`config.mk`:
```
export PLATFORM = sky130hd
export DESIGN_NAME = sdram_burst_colgen
export DESIGN_NICKNAME = d
export VERILOG_FILES = /design/src/rtl/sdram_colgen_pkg.sv /design/src/rtl/colgen_mode_reg.sv /design/src/rtl/colgen_seq_ctrl.sv /design/src/rtl/colgen_addr_map.sv /design/src/rtl/sdram_burst_colgen.sv
export SDC_FILE = /design/constraint.sdc
export NUM_CORES = 1
export LEC_CHECK = 0
export BUFFER_PORTS_ARGS = -buffer_cell sky130_fd_sc_hd__buf_2
export CAP_MARGIN = 5
export CORE_MARGIN = 1
export CORE_UTILIZATION = 45
export DETAILED_ROUTE_END_ITERATION = 7
export PLACE_DENSITY_LB_ADDON = 0.3
export SETUP_SLACK_MARGIN = 0.4
export SYNTH_ARGS = -nofsm -noshare
export SYNTH_HDL_FRONTEND = slang
export SYNTH_SLANG_ARGS = --single-unit
```
`constraint.sdc`:
```
create_clock -name clk -period 2.05 [get_ports clk]
set_input_delay 0.41 -clock clk [delete_from_list [all_inputs] [get_ports clk]]
set_output_delay 0.41 -clock clk [all_outputs]
set_load 0.03 [all_outputs]
```
`src/rtl/sdram_colgen_pkg.sv`:
```
// Package: shared configuration type and decode for the burst column
// generator. Assumes burst lengths up to 8 (COL_W >= 3).
package sdram_colgen_pkg;

    localparam logic [2:0] BLC_1    = 3'b000;
    localparam logic [2:0] BLC_2    = 3'b001;
    localparam logic [2:0] BLC_4    = 3'b010;
    localparam logic [2:0] BLC_8    = 3'b011;
    localparam logic [2:0] BLC_PAGE = 3'b111;

    // Per-burst configuration snapshot
    typedef struct packed {
        logic [1:0] lg;    // log2 of fixed burst length
        logic       full;  // full-page burst
        logic       itlv;  // interleaved ordering
    } burst_cfg_t;

    // Turns programmed mode plus request kind into the burst configuration
    function automatic burst_cfg_t decode_cfg(input logic [2:0] code,
                                              input logic       bt,
                                              input logic       ws,
                                              input logic       wr);
        burst_cfg_t c;
        logic       one_shot;
        one_shot = ws && wr;
        case (code)
            BLC_2:   c.lg = 2'd1;
            BLC_4:   c.lg = 2'd2;
            BLC_8:   c.lg = 2'd3;
            default: c.lg = 2'd0;
        endcase
        c.full = (code == BLC_PAGE) && !one_shot;
        if (one_shot) c.lg = 2'd0;
        c.itlv = bt && !c.full;
        return c;
    endfunction

endpackage

```
`src/rtl/colgen_mode_reg.sv`:
```
// Mode register: holds burst-length code, burst type and single-write
// enable. Loads only on mode_set_i; assumes synchronous active-low reset.
module colgen_mode_reg (
    input  logic       clk,
    input  logic       rst_n,
    input  logic       mode_set_i,
    input  logic [2:0] mode_bl_i,
    input  logic       mode_bt_i,
    input  logic       mode_ws_i,
    output logic [2:0] bl_o,
    output logic       bt_o,
    output logic       ws_o
);

    // Capture the mode fields on a mode-set cycle, otherwise hold
    always_ff @(posedge clk) begin
        if (!rst_n) begin
            bl_o <= 3'b000;
            bt_o <= 1'b0;
            ws_o <= 1'b0;
        end else if (mode_set_i) begin
            bl_o <= mode_bl_i;
            bt_o <= mode_bt_i;
            ws_o <= mode_ws_i;
        end
    end

    // without a mode-set the stored fields must not move
    a_r2_mode_hold: assert property (@(posedge clk) disable iff (!rst_n)
        !$past(mode_set_i) && $past(rst_n) |-> $stable(bl_o) && $stable(bt_o) && $stable(ws_o));

endmodule

```
`src/rtl/colgen_seq_ctrl.sv`:
```
// Burst sequencer: tracks base column, beat index and burst configuration.
// A start always wins over the end of a burst. Assumes the configuration
// is decoded by the caller and lg <= 3.
module colgen_seq_ctrl
    import sdram_colgen_pkg::*;
#(
    parameter int COL_W = 9
) (
    input  logic             clk,
    input  logic             rst_n,
    input  logic             start_i,
    input  logic [COL_W-1:0] start_col_i,
    input  burst_cfg_t       cfg_i,
    input  logic             stop_i,
    output logic             valid_o,
    output logic             last_o,
    output logic [COL_W-1:0] base_o,
    output logic [COL_W-1:0] beat_o,
    output burst_cfg_t       cfg_o
);

    logic [COL_W-1:0] last_idx;

    // Index of the final beat for the captured fixed length
    always_comb last_idx = COL_W'((4'd1 << cfg_o.lg) - 4'd1);

    // Final beat: end of fixed length, or a terminate sampled now
    always_comb last_o = valid_o && (stop_i || (!cfg_o.full && beat_o == last_idx));

    // Burst state: load on start, step each cycle, drop after the last beat
    always_ff @(posedge clk) begin
        if (!rst_n) begin
            valid_o <= 1'b0;
            base_o  <= '0;
            beat_o  <= '0;
            cfg_o   <= '0;
        end else if (start_i) begin
            valid_o <= 1'b1;
            base_o  <= start_col_i;
            beat_o  <= '0;
            cfg_o   <= cfg_i;
        end else if (valid_o) begin
            if (last_o) valid_o <= 1'b0;
            else        beat_o  <= beat_o + 1'b1;
        end
    end

    // after a final beat with no restart the burst is over
    a_r7_end_after_last: assert property (@(posedge clk) disable iff (!rst_n)
        last_o && !start_i |=> !valid_o);

    // a terminate during a beat must flag that beat as last
    a_r8_stop_last: assert property (@(posedge clk) disable iff (!rst_n)
        valid_o && stop_i |-> last_o);

    // no last flag outside a burst
    a_r11_last_needs_valid: assert property (@(posedge clk) disable iff (!rst_n)
        last_o |-> valid_o);

endmodule

```
`src/rtl/colgen_addr_map.sv`:
```
// Address map: forms the column for a beat from base column and beat
// index. Bits inside the burst block count (sequential) or XOR
// (interleave); bits above it keep the base. Full page adds across all bits.
module colgen_addr_map
    import sdram_colgen_pkg::*;
#(
    parameter int COL_W = 9
) (
    input  logic [COL_W-1:0] base_i,
    input  logic [COL_W-1:0] beat_i,
    input  burst_cfg_t       cfg_i,
    output logic [COL_W-1:0] col_o
);

    localparam int BLK_BITS = 3;

    logic [COL_W-1:0] sum;

    // Wrapping sum shared by sequential and full-page orders
    always_comb sum = base_i + beat_i;

    for (genvar i = 0; i < COL_W; i++) begin : g_bit
        if (i < BLK_BITS) begin : g_low
            // Low bit: inside the block when below lg
            always_comb begin
                if (cfg_i.full)                   col_o[i] = sum[i];
                else if (i < int'(cfg_i.lg))      col_o[i] = cfg_i.itlv ? (base_i[i] ^ beat_i[i]) : sum[i];
                else                              col_o[i] = base_i[i];
            end
        end else begin : g_high
            // High bit: only full page lets the count reach it
            always_comb col_o[i] = cfg_i.full ? sum[i] : base_i[i];
        end
    end

endmodule

```
`src/rtl/sdram_burst_colgen.sv`:
```
// Top: SDRAM burst column address generator. Mode register, burst
// sequencer and address map. Assumes COL_W >= 3; outputs are valid one
// cycle after start_i.
module sdram_burst_colgen
    import sdram_colgen_pkg::*;
#(
    parameter int COL_W = 9
) (
    input  logic             clk,
    input  logic             rst_n,
    input  logic             mode_set_i,
    input  logic [2:0]       mode_bl_i,
    input  logic             mode_bt_i,
    input  logic             mode_ws_i,
    input  logic             start_i,
    input  logic [COL_W-1:0] start_col_i,
    input  logic             wr_i,
    input  logic             stop_i,
    output logic [COL_W-1:0] col_o,
    output logic             valid_o,
    output logic             last_o
);

    logic [2:0]       m_bl;
    logic             m_bt;
    logic             m_ws;
    burst_cfg_t       req_cfg;
    burst_cfg_t       cur_cfg;
    logic [COL_W-1:0] base;
    logic [COL_W-1:0] beat;

    colgen_mode_reg i_mode (
        .clk        (clk),
        .rst_n      (rst_n),
        .mode_set_i (mode_set_i),
        .mode_bl_i  (mode_bl_i),
        .mode_bt_i  (mode_bt_i),
        .mode_ws_i  (mode_ws_i),
        .bl_o       (m_bl),
        .bt_o       (m_bt),
        .ws_o       (m_ws)
    );

    // Configuration for a burst that starts this cycle
    always_comb req_cfg = decode_cfg(m_bl, m_bt, m_ws, wr_i);

    colgen_seq_ctrl #(.COL_W(COL_W)) i_ctrl (
        .clk         (clk),
        .rst_n       (rst_n),
        .start_i     (start_i),
        .start_col_i (start_col_i),
        .cfg_i       (req_cfg),
        .stop_i      (stop_i),
        .valid_o     (valid_o),
        .last_o      (last_o),
        .base_o      (base),
        .beat_o      (beat),
        .cfg_o       (cur_cfg)
    );

    colgen_addr_map #(.COL_W(COL_W)) i_map (
        .base_i (base),
        .beat_i (beat),
        .cfg_i  (cur_cfg),
        .col_o  (col_o)
    );

    // a start shows its own column on the next cycle
    a_r3_start_loads: assert property (@(posedge clk) disable iff (!rst_n)
        start_i |=> valid_o && col_o == $past(start_col_i));

    // fixed bursts keep the bits above the block
    a_r4_upper_fixed: assert property (@(posedge clk) disable iff (!rst_n)
        valid_o && !cur_cfg.full && $past(valid_o) && !$past(start_i)
        |-> (col_o >> cur_cfg.lg) == ($past(col_o) >> cur_cfg.lg));

    // full page steps by one with wrap
    a_r6_full_step: assert property (@(posedge clk) disable iff (!rst_n)
        valid_o && cur_cfg.full && $past(valid_o) && !$past(start_i)
        |-> col_o == $past(col_o) + 1'b1);

    // a write in single-write mode is a one-beat burst
    a_r10_single_write: assert property (@(posedge clk) disable iff (!rst_n)
        start_i && wr_i && m_ws |=> last_o);

endmodule

```
==> results.yml, run 1 <==
run_status:
  outcome: "complete, but fails checks"
  violations: "setup timing"
clock_network:
  clkTransAtPathRegs_ns: 0.11
  htreeDepth: 1
  ctsRootBufferMaster: "clkbuf_8"
  clkSinkCount: 28
  cts.path.max_buffers: 2
  cts-hold-fix-buffers: 0
  tritoncts.num_buffers: 3
  insertion_delay_ns: 0.29
  tritoncts: "yes"
worst_hold_path:
  min_path_cells: 3
  hp-class: "in -> reg"
  holdPathEnd: "i_ctrl.base_o[8]$_SDFFE_PN0P_"
  hold_start: "start_col_i[8]"
final_layout:
  final_nets: 326
  n_antenna_cell: 0
  final_common_cell: "buf_4"
  nFillCells: 256
  most-common-layout-cells: "buf_4 (41), mux2i_1 (20), buf_2 (20), buf_6 (20), dfxtp_1 (17)"
  finish.utilization_pct: 76.0
  drive_gt1_share_pct: 52.4
  syn_to_final_growth_pct: 59.3
setup_path:
  required_ns: 1.64
  critical_path.max_stage_delay_ns: 0.40
  r2r_slack_ns: -0.30
  worst-setup-path-type: "reg -> out"
  r2r_start: "i_ctrl.cfg_o[3]$_SDFFE_PN0P_"
  path_cells: "ha_4 -> fa_2 -> a211oi_4 -> buf_4 -> o21bai_1 -> a21oi_2 -> xnor2_1 -> mux2_4 -> buf_6"
  ff2ff_path_depth: 10
  cp-start-kind: "flip-flop"
  rr_endpoint: "i_ctrl.beat_o[0]$_SDFFE_PP0P_"
  slowest_stage: "fa_2"
  critical_path.top_delay_family: "adder cells"
  crit_path_end_kind: "output port"
  cp_data_arrival_time_ns: 2.41
  critPathMaxFanout: 2
  cp_num_buf_inv: 2
global_routing:
  grt_pass1_vias: 1888
  antenna_found_initial: 0
  busiest_layer: "met2"
  grt_remaining_overflow: 0
  use_met3_pct: 5.74
  grt_use_total_pct: 26.0
  grt_pass1_wl_mm: 8.77
  grt_max_degree: 21
  grt_use_met2_pct: 45.7
  use_met1_pct: 32.0
detailed_routing:
  ant_nets: 0
  avgRoutedWirePerCell_um: 17.9
  wl_mm: 6.17
  via_per_inst: 5.77
  first_pass_iters: 4
  drt_first_iter_violations: 95
  drc: 0
  vias: 1986
logic_synthesis:
  synthSimpleGateAreaFrac_pct: 24.3
  seq_area_frac_synth_pct: 29.0
  synth-seq-cells: 28
  ys.flop_type: "dfxtp_1"
  avgSynthCellArea_um2: 8.92
  synthCells: 217
  async_flop_share_pct: 0
  synth_xor_xnor_area_share_pct: 3.56
  synth.area.top_cells: "dfxtp_1 (29%), mux2i_1 (10%), ha_1 (6.5%)"
  synthMuxAreaShare_pct: 12.7
  synth_edf_count: 0
  synth_top_family_by_area: "simple AND/OR/NAND/NOR gates"
  syn-num-nets: 248
  yosys.area.top_type: "dfxtp_1"
  synth_warnings: 0
  synth_top_area_share_pct: 29.0
  synth_fa_ha_area_share_pct: 7.50
  synth_compound_area_share_pct: 18.0
  ys_types: 54
  synthesis.area_um2: 1940
die:
  die-height_um: 67.6
  start_util_pct: 47.7
  ios: 31
  num_rows: 23
  die_x_um: 67.6
  fp.dieArea_um2: 4570
  core-area_um2: 4060
timing:
  rsz0062_at_grt: "true"
  setup_ws_ns: -0.765
  fmaxAchievable_ghz: 0.355
  slew_headroom_pct: 71.1
  setup_tns_ns: -5.15
  finalHoldViolCount: 0
  post-route-period-util_pct: 137
  setup-violations-final: 17
  max_slew.worst_pin.slew_ns: 0.434
  final_max_slew_viol_count: 0
  fin_worst_skew_ns: 0.0105
  fin_crit_ns: 2.82
place:
  routabilityCongestion: 0.850
  portBuffers: 30
  dp_hpwl_mm: 3.67
pwr:
  p_leak_nw: 1.27
  p_per_area_nw_per_um2: 444
  ir_drop_mv: 0.476
job:
  cap_violations: 0
-- state kept, by name, summed over array words and instances, names as in the netlist --
signal / count
i_ctrl.beat_o: 9
i_ctrl.valid_o: 1
i_ctrl.cfg_o: 4
i_ctrl.base_o: 9
i_mode.ws_o: 1
i_mode.bt_o: 1
i_mode.bl_o: 3
-- cell families (layout without fill, tap and decap cells) --
logic type / after synthesis / count (layout)
AOI/OAI and AO/OA: 49 / 49
xor gates and xnor gates: 7 / 7
adders and majority gates: 11 / 11
buffers and inverters: 18 / 95
DFF: 28 / 28
muxes: 24 / 24
and+or+nand+nor: 80 / 80
-- how the worst max path moves through the flow --
| stage | start | endpoint | cells past startpoint |
|---|---|---|---|
| floorplan | i_ctrl.beat_o[0]$_SDFFE_PP0P_ | col_o[8] | 7 |
| global placement | i_ctrl.base_o[0]$_SDFFE_PN0P_ | col_o[8] | 8 |
| detailed placement | i_ctrl.base_o[0]$_SDFFE_PN0P_ | col_o[8] | 8 |
| CTS | i_ctrl.base_o[0]$_SDFFE_PN0P_ | col_o[6] | 9 |
| global route | i_ctrl.beat_o[0]$_SDFFE_PP0P_ | col_o[6] | 9 |
| finish | i_ctrl.beat_o[0]$_SDFFE_PP0P_ | col_o[6] | 9 |
-- report_power, final --
part	switching (W)	internal (W)	leakage, nW	total [W]
clock	0.000186	0.000173	0.0288	0.000359
sequential	0.0000177	0.000563	0.234	0.000581
combinational	0.000205	0.000224	1.00	0.000428
-- per-stage QoR --
step / cells / total power, W / hold slack, ns / instance area [µm²] / setup WS [ns]
2_1_floorplan: 217 / 0.000804 / 0.463 / 2180 / -0.290
3_3_place_gp: 330 / 0.000893 / 0.483 / 2650 / -0.362
3_5_place_dp: 330 / 0.000898 / 0.498 / 2650 / -0.400
4_1_cts: 337 / 0.00131 / 0.374 / 2900 / -0.658
5_1_grt: 344 / 0.00142 / 0.380 / 3080 / -0.807
6_report: 344 / 0.00137 / 0.373 / 3080 / -0.765
-- final cells by class --
type,instances,area [µm²],share of cell area [%]
clock buffer,4,55.1,1.78
timing repair buffer,84,683,22.2
multi-input combinational,171,1680,54.4
tap,50,62.6,2.03
sequential,28,579,18.8
inverter,7,26.3,0.852
-- cell usage after synthesis (all sizes together) (2+ instances only) --
library cell,number
nand2b,8
inv,6
mux2i,20
mux2,4
o31ai,3
and3,2
o211ai,4
or4,2
or2,2
nand2,18
dfxtp,28
a22o,2
nor4,6
a21oi,8
a31oi,3
a21boi,3
nor2,6
nor3,7
o21ai,9
clkbuf,4
ha,10
a211oi,2
nor2b,17
xnor2,6
nand4,5
o2bb2ai,2
nand3,3
buf,7
-- tightest hold or removal path: stages --
cell     delay, ns
buf_2         0.07
mux2i_1       0.05
nor2b_1       0.09
-- timing repair --
action	4_1_cts	5_1_grt
gates resized for setup	49	28
cloned	0	0
setup endpoints to repair	20	20
buffers inserted	3	7
pin swaps	17	22
endpoints found under the hold margin	0	0
-- layer usage --
metal | up-vias | share of wire, %
met4 | 0 | 0.96
met3 | 6 | 5.2
li1 | 952 | -
met1 | 972 | 43
met5 | - | 0
met2 | 56 | 51
(Power assumes the default switching activity.)
==> inputs of run 2 (changes only) <==
--- a/config.mk
+++ b/config.mk
@@ -10,7 +10,7 @@
 export CORE_MARGIN = 1
 export CORE_UTILIZATION = 45
 export DETAILED_ROUTE_END_ITERATION = 7
-export PLACE_DENSITY_LB_ADDON = 0.3
+export PLACE_DENSITY = 0.75
 export SETUP_SLACK_MARGIN = 0.4
 export SYNTH_ARGS = -nofsm -noshare
 export SYNTH_HDL_FRONTEND = slang
==> run 2 against run 1 <==
The run still ends with setup timing left. Count of clock-buffer cells in the layout did not move. Wire length fell by 14%. Flip-flop and latch count did not move. Combinational power fell by 8.9%. Clock power barely moved. Die area did not move. Worst hold slack improved by 0.0071 ns. Via count fell by 4.4%. Setup slack improved by 0.099 ns. Critical path depth fell by 1. Register-to-register slack improved by 0.12 ns. Utilization fell by 3.3 points. Critical path type unchanged.
==> results.yml, run 2 (synthesis gave the netlist of run 1 again) <==
setup_path:
  critPathMaxFanout: 3
  required_ns: 1.64
  cp-start-kind: "flip-flop"
  cp_data_arrival_time_ns: 2.31
  crit_path_end_kind: "output port"
  worst-setup-path-type: "reg -> out"
timing:
  fin_worst_skew_ns: 0.00754
  rsz0062_at_grt: "true"
  finalHoldViolCount: 0
  fin_crit_ns: 2.72
  setup_ws_ns: -0.666
  setup_tns_ns: -4.52
  setup-violations-final: 17
  fmaxAchievable_ghz: 0.368
  slew_headroom_pct: 67.8
  final_max_slew_viol_count: 0
  max_slew.worst_pin.slew_ns: 0.478
  post-route-period-util_pct: 132
pwr:
  ir_drop_mv: 0.364
  intPower_w: 0.000934
  clockPowerShare_pct: 26.8
  p_per_area_nw_per_um2: 449
  seq_power_share_pct: 43.7
  p_sw_w: 0.000392
  p_leak_nw: 1.22
  p_sw_share_pct: 29.6
  power_frac_comb_pct: 29.4
global_routing:
  grt_pass1_wl_mm: 8.14
  grt_max_degree: 21
  antenna_found_initial: 0
  grt_use_total_pct: 23.9
  grt_remaining_overflow: 0
  grt_pass1_vias: 1836
clock_network:
  tritoncts.num_buffers: 3
  cts.path.max_buffers: 2
  ctsRootBufferMaster: "clkbuf_8"
  tritoncts: "yes"
  clkTransAtPathRegs_ns: 0.10
  insertion_delay_ns: 0.28
  clkSinkCount: 28
  cts-hold-fix-buffers: 0
  htreeDepth: 1
die:
  num_rows: 23
  start_util_pct: 47.7
  die-height_um: 67.6
  fp.dieArea_um2: 4570
  ios: 31
  core-area_um2: 4060
  die_x_um: 67.6
detailed_routing:
  wl_mm: 5.30
  via_per_inst: 5.59
  vias: 1899
  drc: 0
  first_pass_iters: 4
  avgRoutedWirePerCell_um: 15.6
  drt_first_iter_violations: 60
  ant_nets: 0
final_layout:
  n_antenna_cell: 0
  nFillCells: 295
  most-common-layout-cells: "buf_4 (41), dfxtp_1 (23), buf_2 (23), mux2i_1 (20), nand2_1 (18)"
  final_nets: 322
  syn_to_final_growth_pct: 52.4
  postLayoutCellArea_um2: 2950
  multi_input_area_um2: 1630
  finish.utilization_pct: 72.7
  top_regs: "i_ctrl.base_o: 9 flops, i_ctrl.beat_o: 9 flops, i_ctrl.cfg_o: 4 flops"
  drive_gt1_share_pct: 47.2
  register_area_um2: 569
  final_common_cell: "buf_4"
place:
  portBuffers: 30
  place_ws_ns: -0.404
  dp_hpwl_mm: 3.64
  routabilityCongestion: 0.859
  dpl_cell_area_um2: 2640
run_status:
  outcome: "complete, but fails checks"
  violations: "setup timing"
job:
  cap_violations: 0
worst_hold_path:
  hp-class: "in -> reg"
## run 2: area by class of cell
class	count	share of cell area [%]
repair buffers	80	20.7
flip-flops and latches	28	19.3
multi-input cells	171	55.1
inverters	7	0.891
well taps	50	2.12
clock buffers	4	1.87
## run 2: per-layer routing
| layer | track usage [%] | share of wire, % |
|---|---|---|
| met3 | 3.72 | 3.5 |
| met2 | 43.2 | 51 |
| met5 | 0 | 0 |
| met1 | 27.9 | 44 |
| met4 | 8.51 | 1.6 |
## run 2: stage by stage
| stage | power (W) | instances | hold WS, ns |
|---|---|---|---|
| floorplan | 0.000804 | 217 | 0.463 |
| global placement | 0.000892 | 329 | 0.481 |
| detailed placement | 0.000898 | 329 | 0.496 |
| CTS | 0.00129 | 337 | 0.381 |
| global route | 0.00138 | 340 | 0.376 |
| finish | 0.00133 | 340 | 0.380 |
## run 2: what timing repair did
item	in CTS	in global routing
endpoints found under the setup margin	20	20
buffers inserted	4	3
pin swaps	16	20
gates resized for setup	27	19
## run 2: worst paths after layout
check	slack, ns	depth (start not counted)	startpoint	end
worst min register to register	0.51	2	i_mode.bt_o$_SDFFE_PN0P_	i_ctrl.cfg_o[0]$_SDFFE_PN0P_
worst min-delay path	0.38	3	mode_bl_i[1]	i_mode.bl_o[1]$_SDFFE_PN0P_
worst max-delay path	-0.67	8	i_ctrl.base_o[0]$_SDFFE_PN0P_	col_o[8]
worst max register to register	-0.18	9	i_ctrl.cfg_o[2]$_SDFFE_PN0P_	i_ctrl.beat_o[0]$_SDFFE_PP0P_
## run 2: worst max-delay path, cell delays in order, from the launching register on
cell and delay [ns]:
dfxtp_2 0.35, ha_4 0.16, fa_2 0.38, a211oi_4 0.28
o21ai_2 0.10, a211o_1 0.30, o31ai_1 0.13, o32ai_4 0.15
buf_6 0.17
## run 2: power by group through the flow
stage / Clock, W / Combinational, W / Sequential (W)
6_report: 0.000356 / 0.000390 / 0.000580
5_1_grt: 0.000381 / 0.000416 / 0.000582
4_1_cts: 0.000368 / 0.000347 / 0.000580
3_5_place_dp: 0 / 0.000306 / 0.000592
3_3_place_gp: 0 / 0.000301 / 0.000591
2_1_floorplan: 0 / 0.000211 / 0.000593
==> inputs of run 3 (changes only) <==
--- a/config.mk
+++ b/config.mk
@@ -7,10 +7,9 @@
 export LEC_CHECK = 0
 export BUFFER_PORTS_ARGS = -buffer_cell sky130_fd_sc_hd__buf_2
 export CAP_MARGIN = 5
-export CORE_MARGIN = 1
 export CORE_UTILIZATION = 45
 export DETAILED_ROUTE_END_ITERATION = 7
-export PLACE_DENSITY = 0.75
+export PLACE_DENSITY = 0.73
 export SETUP_SLACK_MARGIN = 0.4
 export SYNTH_ARGS = -nofsm -noshare
 export SYNTH_HDL_FRONTEND = slang
==> constraint.sdc (replaced) <==
create_clock -name clk -period 3.2 [get_ports clk]
set_input_delay 0.64 -clock clk [delete_from_list [all_inputs] [get_ports clk]]
set_output_delay 0.64 -clock clk [all_outputs]
set_load 0.03 [all_outputs]
==> run 3 against run 2 <==
The run now ends clean. First-iteration DRC count grew 25%. Final area decreased by 20%. Sequential power fell by 36%. Wire length shrank 16%. Power is 39% lower. Global-route usage down 2.0 points. Sequential share of layout area up 5.0 points. Count of clock-buffer cells in the layout down 1. Cell count is 12% lower. Largest power group unchanged. Critical path depth did not move. Worst hold slack gained 0.13 ns. Utilization shrank 14 points.
==> results.yml, run 3 (synthesis gave the netlist of run 1 again) <==
setup_path:
  critPathMaxFanout: 3
  cp-start-kind: "flip-flop"
  r2r_start: "i_ctrl.cfg_o[3]$_SDFFE_PN0P_"
  cp_data_arrival_time_ns: 2.22
  crit_path_end_kind: "output port"
  worst-setup-path-type: "reg -> out"
  ff2ff_path_depth: 8
  r2r_slack_ns: 1.06
  crit_start: "i_ctrl.base_o[0]$_SDFFE_PN0P_"
  rr_endpoint: "i_ctrl.beat_o[0]$_SDFFE_PP0P_"
  required_ns: 2.56
  critPathCapture: "col_o[8]"
detailed_routing:
  via_per_inst: 5.72
  drc: 0
  ant_nets: 0
  drt_first_iter_violations: 75
  first_pass_iters: 4
  wl_mm: 4.44
  vias: 1709
  avgRoutedWirePerCell_um: 14.9
die:
  start_util_pct: 47.7
  die-height_um: 67.6
  num_rows: 23
  core-area_um2: 4060
  die_x_um: 67.6
  fp.dieArea_um2: 4570
  ios: 31
timing:
  max_slew.worst_pin.slew_ns: 0.940
  rsz0062_at_grt: "true"
  post-route-period-util_pct: 89.4
  fin_worst_skew_ns: 0.00470
  setup_tns_ns: 0
  final_max_slew_viol_count: 0
  fmaxAchievable_ghz: 0.349
  fin_crit_ns: 2.86
  slew_headroom_pct: 37.2
  finalHoldViolCount: 0
  setup-violations-final: 0
  timing.hold.ws_ns: 0.511
global_routing:
  grt_use_total_pct: 21.9
  grt_remaining_overflow: 0
  grt_pass1_vias: 1708
  grt_pass1_wl_mm: 7.58
  antenna_found_initial: 0
  grt_max_degree: 21
clock_network:
  clkTransAtPathRegs_ns: 0.09
  htreeDepth: 1
  clkSinkCount: 28
  insertion_delay_ns: 0.28
  tritoncts: "yes"
  tritoncts.num_buffers: 3
  ctsRootBufferMaster: "clkbuf_8"
  cts.path.max_buffers: 2
worst_hold_path:
  hp-class: "reg -> reg"
final_layout:
  nFillCells: 370
  top_regs: "i_ctrl.base_o: 9 flops, i_ctrl.beat_o: 9 flops, i_ctrl.cfg_o: 4 flops"
  drive_gt1_share_pct: 30.5
  final_nets: 281
  syn_to_final_growth_pct: 22.3
  n_antenna_cell: 0
  final_common_cell: "buf_2"
  most-common-layout-cells: "buf_2 (26), dfxtp_1 (21), mux2i_1 (20), nand2_1 (18), nor2b_1 (16)"
place:
  dp_hpwl_mm: 3.18
  routabilityCongestion: 0.810
  portBuffers: 30
pwr:
  p_per_area_nw_per_um2: 341
  ir_drop_mv: 0.247
  p_leak_nw: 0.939
job:
  cap_violations: 0
run_status:
  outcome: "finished, final reports clean"
==> run 3: cell type report <==
type / count / area [µm²] / area share [%]
well taps: 50 / 62.6 / 2.64
clock inverters: 1 / 30.0 / 1.27
repair buffers: 39 / 235 / 9.94
flip-flops and latches: 28 / 574 / 24.3
multi-input cells: 171 / 1400 / 59.0
clock buffers: 3 / 41.3 / 1.74
inverters: 7 / 26.3 / 1.11
==> run 3: metal layers <==
| metal | GRT usage, % | part of all wire [%] | routed length (µm) |
|---|---|---|---|
| met4 | 6.12 | 0.97 | 43 |
| met1 | 25.7 | 45 | 1990 |
| met2 | 39.6 | 50 | 2210 |
| met5 | 0 | 0 | 0 |
| met3 | 4.56 | 4.5 | 199 |
==> run 3: worst min path at each step <==
stage | start | slack (ns) | end | depth (start not counted)
floorplan | i_mode.bl_o[0]$_SDFFE_PN0P_ | 0.46 | i_ctrl.cfg_o[2]$_SDFFE_PN0P_ | 1
finish | i_mode.bt_o$_SDFFE_PN0P_ | 0.51 | i_ctrl.cfg_o[0]$_SDFFE_PN0P_ | 2
CTS | i_mode.bt_o$_SDFFE_PN0P_ | 0.51 | i_ctrl.cfg_o[0]$_SDFFE_PN0P_ | 2
global route | i_mode.bt_o$_SDFFE_PN0P_ | 0.53 | i_ctrl.cfg_o[0]$_SDFFE_PN0P_ | 2
detailed placement | i_mode.bt_o$_SDFFE_PN0P_ | 0.50 | i_ctrl.cfg_o[0]$_SDFFE_PN0P_ | 2
global placement | i_mode.bt_o$_SDFFE_PN0P_ | 0.49 | i_ctrl.cfg_o[0]$_SDFFE_PN0P_ | 2
==> run 3: power breakdown <==
group | internal (W) | switching (W)
sequential | 0.000360 | 0.0000114
combinational | 0.0000696 | 0.0000855
clock | 0.000168 | 0.000114
==> run 3: timing repair <==
action	CTS	global route
setup endpoints to repair	6	6
buffers inserted	4	1
pin swaps	8	9
resized for setup	18	16
endpoints found under the hold margin	0	0
hold buffers	0	0
==> run 3: per-stage QoR <==
| stage | instances | total power [W] | utilization [%] | area, µm² | setup WS, ns |
|---|---|---|---|---|---|
| after floorplan | 217 | 0.000486 | - | 1950 | 0.389 |
| after global placement | 290 | 0.000516 | 52.2 | 2120 | 0.354 |
| after detailed placement | 290 | 0.000520 | 52.2 | 2120 | 0.303 |
| after CTS | 298 | 0.000807 | 56.5 | 2290 | 0.248 |
| after global routing | 299 | 0.000849 | 58.3 | 2370 | 0.205 |
| final | 299 | 0.000808 | 58.3 | 2370 | 0.338 |
==> run 3: worst max-delay path: stages (launching register included) <==
cell and delay, ns:
dfxtp_2 0.35, ha_4 0.16, fa_2 0.37, a211oi_4 0.26, o21ai_2 0.09, a31oi_1 0.21
xnor2_1 0.10, o32ai_2 0.21, buf_4 0.20
